File: config.mk
export PLATFORM = sky130hd
export DESIGN_NAME = chr_bank_mapper
export DESIGN_NICKNAME = d
export VERILOG_FILES = /design/src/rtl/chr_map_pkg.sv /design/src/rtl/cpu_decode.sv /design/src/rtl/bank_reg.sv /design/src/rtl/chr_addr_gen.sv /design/src/rtl/chr_bank_mapper.sv
export SDC_FILE = /design/constraint.sdc
export NUM_CORES = 1
export LEC_CHECK = 0
export BUFFER_PORTS_ARGS = -buffer_cell sky130_fd_sc_hd__buf_2
export CORE_MARGIN = 2
export CORE_UTILIZATION = 31
export CTS_CLUSTER_DIAMETER = 60
export CTS_CLUSTER_SIZE = 12
export DETAILED_ROUTE_END_ITERATION = 8
export MAX_ROUTING_LAYER = met4
export PLACE_DENSITY = 0.79
export SLEW_MARGIN = 25
export SYNTH_ARGS = -nofsm -noshare
export SYNTH_HDL_FRONTEND = slang
export SYNTH_SLANG_ARGS = --single-unit
File: constraint.sdc
create_clock -name clk -period 0.9 [get_ports clk]
set_input_delay 0.09 -clock clk [delete_from_list [all_inputs] [get_ports clk]]
set_output_delay 0.09 -clock clk [all_outputs]
set_load 0.05 [all_outputs]
File: src/rtl/chr_map_pkg.sv
package chr_map_pkg;
  localparam int unsigned DATA_W = 8;
  typedef logic [DATA_W-1:0] byte_t;

  // Value seen on the shared data bus during a ROM-area write
  function automatic byte_t bus_resolve(input byte_t cpu_d, input byte_t rom_d,
                                        input logic bypass);
    return bypass ? cpu_d : (cpu_d & rom_d);
  endfunction

  // Bank index after wrapping onto a power-of-two bank count
  function automatic byte_t bank_wrap(input byte_t raw, input int unsigned banks);
    return raw & byte_t'(banks - 1);
  endfunction
endpackage

File: src/rtl/cpu_decode.sv
module cpu_decode #(
  parameter int unsigned CPU_AW = 16,
  parameter int unsigned PRG_AW = 15
) (
  input  logic [CPU_AW-1:0] cpu_addr,
  input  logic              cpu_we,
  output logic              load_hit,
  output logic              wram_sel,
  output logic [PRG_AW-1:0] prg_rom_addr
);
  localparam logic [2:0] WRAM_TAG = 3'b011;

  always_comb begin
    load_hit     = cpu_we & cpu_addr[CPU_AW-1];
    wram_sel     = (cpu_addr[CPU_AW-1 -: 3] == WRAM_TAG);
    prg_rom_addr = cpu_addr[PRG_AW-1:0];
  end
endmodule

File: src/rtl/bank_reg.sv
module bank_reg
  import chr_map_pkg::*;
(
  input  logic  clk,
  input  logic  rst_n,
  input  logic  load_hit,
  input  logic  low_write,
  input  byte_t cpu_wdata,
  input  byte_t rom_rdata,
  input  logic  conflict_off,
  input  logic  snap_wr,
  input  byte_t snap_data,
  output byte_t bank_q
);
  byte_t bus_val;

  always_comb bus_val = bus_resolve(cpu_wdata, rom_rdata, conflict_off);

  always_ff @(posedge clk or negedge rst_n) begin
    if (!rst_n)        bank_q <= '0;
    else if (snap_wr)  bank_q <= snap_data;
    else if (load_hit) bank_q <= bus_val;
  end

  AST_RESET_ZERO: assert property (@(posedge clk) disable iff (!rst_n)
    $past(!rst_n) |-> bank_q == '0);
  AST_LOW_WRITE_HOLDS: assert property (@(posedge clk) disable iff (!rst_n)
    (low_write && !snap_wr) |=> $stable(bank_q));
  AST_CONFLICT_MASK: assert property (@(posedge clk) disable iff (!rst_n)
    (load_hit && !snap_wr && !conflict_off) |=> (bank_q & ~$past(rom_rdata)) == '0);
  AST_RESTORE_EXACT: assert property (@(posedge clk) disable iff (!rst_n)
    snap_wr |=> bank_q == $past(snap_data));
endmodule

File: src/rtl/chr_addr_gen.sv
module chr_addr_gen
  import chr_map_pkg::*;
#(
  parameter int unsigned CHR_BANKS  = 4,
  parameter int unsigned CHR_WIN_AW = 13
) (
  input  byte_t                      bank_q,
  input  logic [CHR_WIN_AW-1:0]      ppu_addr,
  output logic [CHR_WIN_AW+$clog2(CHR_BANKS)-1:0] chr_rom_addr
);
  localparam int unsigned SEL_W = $clog2(CHR_BANKS);

  byte_t wrapped;
  always_comb begin
    wrapped      = bank_wrap(bank_q, CHR_BANKS);
    chr_rom_addr = {wrapped[SEL_W-1:0], ppu_addr};
  end
endmodule

File: src/rtl/chr_bank_mapper.sv
module chr_bank_mapper
  import chr_map_pkg::*;
#(
  parameter int unsigned CPU_AW     = 16,
  parameter int unsigned PRG_AW     = 15,
  parameter int unsigned CHR_BANKS  = 4,
  parameter int unsigned CHR_WIN_AW = 13,
  localparam int unsigned CHR_AW    = CHR_WIN_AW + $clog2(CHR_BANKS)
) (
  input  logic                  clk,
  input  logic                  rst_n,
  input  logic [CPU_AW-1:0]     cpu_addr,
  input  logic [DATA_W-1:0]     cpu_wdata,
  input  logic                  cpu_we,
  input  logic [DATA_W-1:0]     rom_rdata,
  input  logic                  conflict_off,
  input  logic [CHR_WIN_AW-1:0] ppu_addr,
  input  logic                  snap_wr,
  input  logic [DATA_W-1:0]     snap_data,
  output logic [PRG_AW-1:0]     prg_rom_addr,
  output logic [CHR_AW-1:0]     chr_rom_addr,
  output logic                  wram_sel,
  output logic [DATA_W-1:0]     snap_q
);
  logic  load_hit;
  logic  low_write;
  byte_t bank_q;

  cpu_decode #(.CPU_AW(CPU_AW), .PRG_AW(PRG_AW)) u_dec (
    .cpu_addr(cpu_addr), .cpu_we(cpu_we), .load_hit(load_hit),
    .wram_sel(wram_sel), .prg_rom_addr(prg_rom_addr)
  );

  always_comb low_write = cpu_we & ~cpu_addr[CPU_AW-1];

  bank_reg u_reg (
    .clk(clk), .rst_n(rst_n), .load_hit(load_hit), .low_write(low_write),
    .cpu_wdata(cpu_wdata), .rom_rdata(rom_rdata), .conflict_off(conflict_off),
    .snap_wr(snap_wr), .snap_data(snap_data), .bank_q(bank_q)
  );

  chr_addr_gen #(.CHR_BANKS(CHR_BANKS), .CHR_WIN_AW(CHR_WIN_AW)) u_chr (
    .bank_q(bank_q), .ppu_addr(ppu_addr), .chr_rom_addr(chr_rom_addr)
  );

  always_comb snap_q = bank_q;

  AST_WRAM_NOT_ROM: assert property (@(posedge clk) disable iff (!rst_n)
    wram_sel |-> !cpu_addr[CPU_AW-1]);
endmodule

==> impl_metrics.csv <==
group,metric,value,unit
global_route,groute.layer.met2.usage,0.195,
layout,final_cell_mix,"buf_2, buf_6",
power,powerDensity,1420,nW/um^2
clock_network,numClockSinks,8,
sta,tightest_slew,0.295,ns
worst_setup_path,worst_setup_path_start_kind,"flop",
sta,whs,0.156,ns
global_route,gr-usage-met3,0.0508,
global_route,antenna_found_initial,0,
yosys,synth_top_area_share,0.299,
yosys,synth.area.top_cells,"buf_4, dfrtp_1, o2111a_1, o31a_1, a21boi_0",
sta,fmax,0.994,GHz
route,antenna_left,0,
route,dr.pass1.iters,3,
clock_network,cts_max_path_buffers,2,
power,peakVddDrop,0.447,mV
global_route,track_usage,0.127,
sta,setup_slack,-0.107,ns
clock_network,clk_latency,0.24,ns
route,vias,569,
placed_design,port_buffers,44,
clock_network,cts-root-buf,"clkbuf_4",
global_route,grt_max_degree,18,
yosys,yosys.area.top_type,"buf_4",
route,routed_via_density,4.78,
clock_network,htree_levels,1,
floorplan,core,2250,sq um
floorplan,die_h,53.3,um
outcome,outcome,"complete, but fails checks",
worst_setup_path,crit_arrival,0.92,ns
yosys,yosys_warnings,0,
yosys,synthesis.nets,135,
yosys,seq_area_frac_synth,0.266,
sta,min_period,1.01,ns
run,cap_violations,0,
clock_network,post_cts_buffers,0,
layout,regMostFlops,"u_reg.bank_q",
clock_network,cts.clk_slew.worst_paths,0.05,ns
worst_setup_path,cp_data_required_time,0.81,ns
floorplan,die_x,53.3,um
global_route,top_usage_layer,"met2",
floorplan,start_util,0.334,
sta,hold_violations,0,
layout,final_core_util,0.383,
worst_setup_path,crit_end,"chr_rom_addr[14]",
sta,relSlewSlack,0.804,
floorplan,io_pins,97,
sta,rsz0062_at_grt,"yes",
layout,drive_above_1_share,0.637,
sta,final_max_slew_viol_count,0,
yosys,syn_area,753,sq um
placed_design,place.gp.congestion,0.731,
layout,layout_commonest_cell,"buf_2",
outcome,violations,"setup timing",
yosys,syn_inst,77,
layout,antenna_cells,0,
worst_setup_path,worstSetupStartpoint,"u_reg.bank_q[1]",
worst_setup_path,worstRegToRegCells,2,
worst_setup_path,reg2reg_from,"u_reg.bank_q[1]",
route,avgRoutedWirePerCell,14.3,um
global_route,use_met1,0.128,
route,drt_iter0_drc,2,
yosys,avgSynthCellArea,9.78,sq um
layout,reg.largest.list,"u_reg.bank_q: 8 flops",
global_route,first_global_vias,582,
layout,largest_reg_flops,8,
yosys,synthDistinctLibCells,10,
clock_network,cts_tree,"built",
route,drc,0,
global_route,grt_pass1_wl,2480,um
worst_setup_path,cp_max_fo,2,
min_path,hp-class,"in2reg",
layout,final_nets,151,
layout,areaGrowthSynthToFinish,14.6,%
floorplan,rows,17,
global_route,grt-ovfl-total,0,
clock_network,numCtsBuffers,3,
worst_setup_path,worst_setup_path_end_kind,"primary output",
sta,skew,0,ns
power,p_leak,0.401,nW
worst_setup_path,r2r-end,"u_reg.bank_q[1]",
route,totalWireLength,1700,um
sta,finalSetupViolations,9,
floorplan,dieArea,2840,sq um
sta,post-route-period-util,1.12,
worst_setup_path,reg2reg_setup_slack,-0.06,ns
worst_setup_path,path_class,"reg2out",
yosys,ys_ff_latch,8,
## critical path: stages, from the launching register on
cell     delay [ns]
dfrtp_2        0.41
buf_6          0.13
buf_8          0.14
## logic make-up after synthesis
family / count (synthesis) / synth area share
buffers and inverters: 35 / 0.365
flip-flops: 8 / 0.266
AO/OA/AOI/OAI: 24 / 0.292
AND/OR/NAND/NOR: 10 / 0.0764
## cell usage after synthesis, drive strengths merged
cell type / count
nor2: 1
buf: 35
a21boi: 8
o31a: 8
nand2: 1
o2111a: 8
dfrtp: 8
nand2b: 8
## metrics by stage
step | worst slack (ns) | instances | TNS, ns | instance area [sq um] | total power [mW]
2_1_floorplan | -0.102 | 77 | -0.783 | 766 | 1.06
3_3_place_gp | -0.00193 | 115 | -0.00193 | 753 | 0.867
3_5_place_dp | 0.00382 | 115 | 0 | 753 | 0.873
4_1_cts | -0.120 | 119 | -0.370 | 860 | 1.23
5_1_grt | -0.147 | 119 | -0.821 | 863 | 1.30
6_report | -0.107 | 119 | -0.320 | 863 | 1.22
## power breakdown
| group | switching, mW | leakage, nW | total, mW | internal, mW |
|---|---|---|---|---|
| logic | 0.303 | 0.304 | 0.524 | 0.222 |
| registers | 0.0288 | 0.0838 | 0.432 | 0.403 |
| clock network | 0.114 | 0.0138 | 0.266 | 0.152 |
| total | 0.446 | 0.401 | 1.22 | 0.777 |
## what timing repair did
| action | in CTS | in global routing |
|---|---|---|
| gates cloned | 0 | 0 |
| pin swaps | 0 | 1 |
| setup endpoints to repair | 10 | 18 |
| hold buffers | 1 | 0 |
| resized for setup | 24 | 8 |
| hold endpoints to repair | 8 | 0 |
## routing by layer
| metal | share of wire | vias to the layer above |
|---|---|---|
| li1 | - | 275 |
| met1 | 0.35 | 256 |
| met2 | 0.49 | 32 |
| met3 | 0.15 | 6 |
| met4 | 0.016 | 0 |
| met5 | 0 | - |
## layout make-up
type	count	area, sq um
timing repair buffer	46	312
multi-input combinational	34	284
sequential	8	210
tap	28	35.0
fill	240	1390
clock buffer	3	22.5
## worst min-delay path by stage
stage	from	endpoint	slack [ns]	cells past startpoint
6_report	snap_data[6]	u_reg.bank_q[6]	0.16	3
5_1_grt	snap_data[6]	u_reg.bank_q[6]	0.16	3
4_1_cts	snap_data[6]	u_reg.bank_q[6]	0.15	3
3_5_place_dp	rst_n	u_reg.bank_q[3]	-0.06	1
3_3_place_gp	rst_n	u_reg.bank_q[3]	-0.06	1
2_1_floorplan	rst_n	u_reg.bank_q[0]	-0.21	0
(Power assumes the default switching activity.)
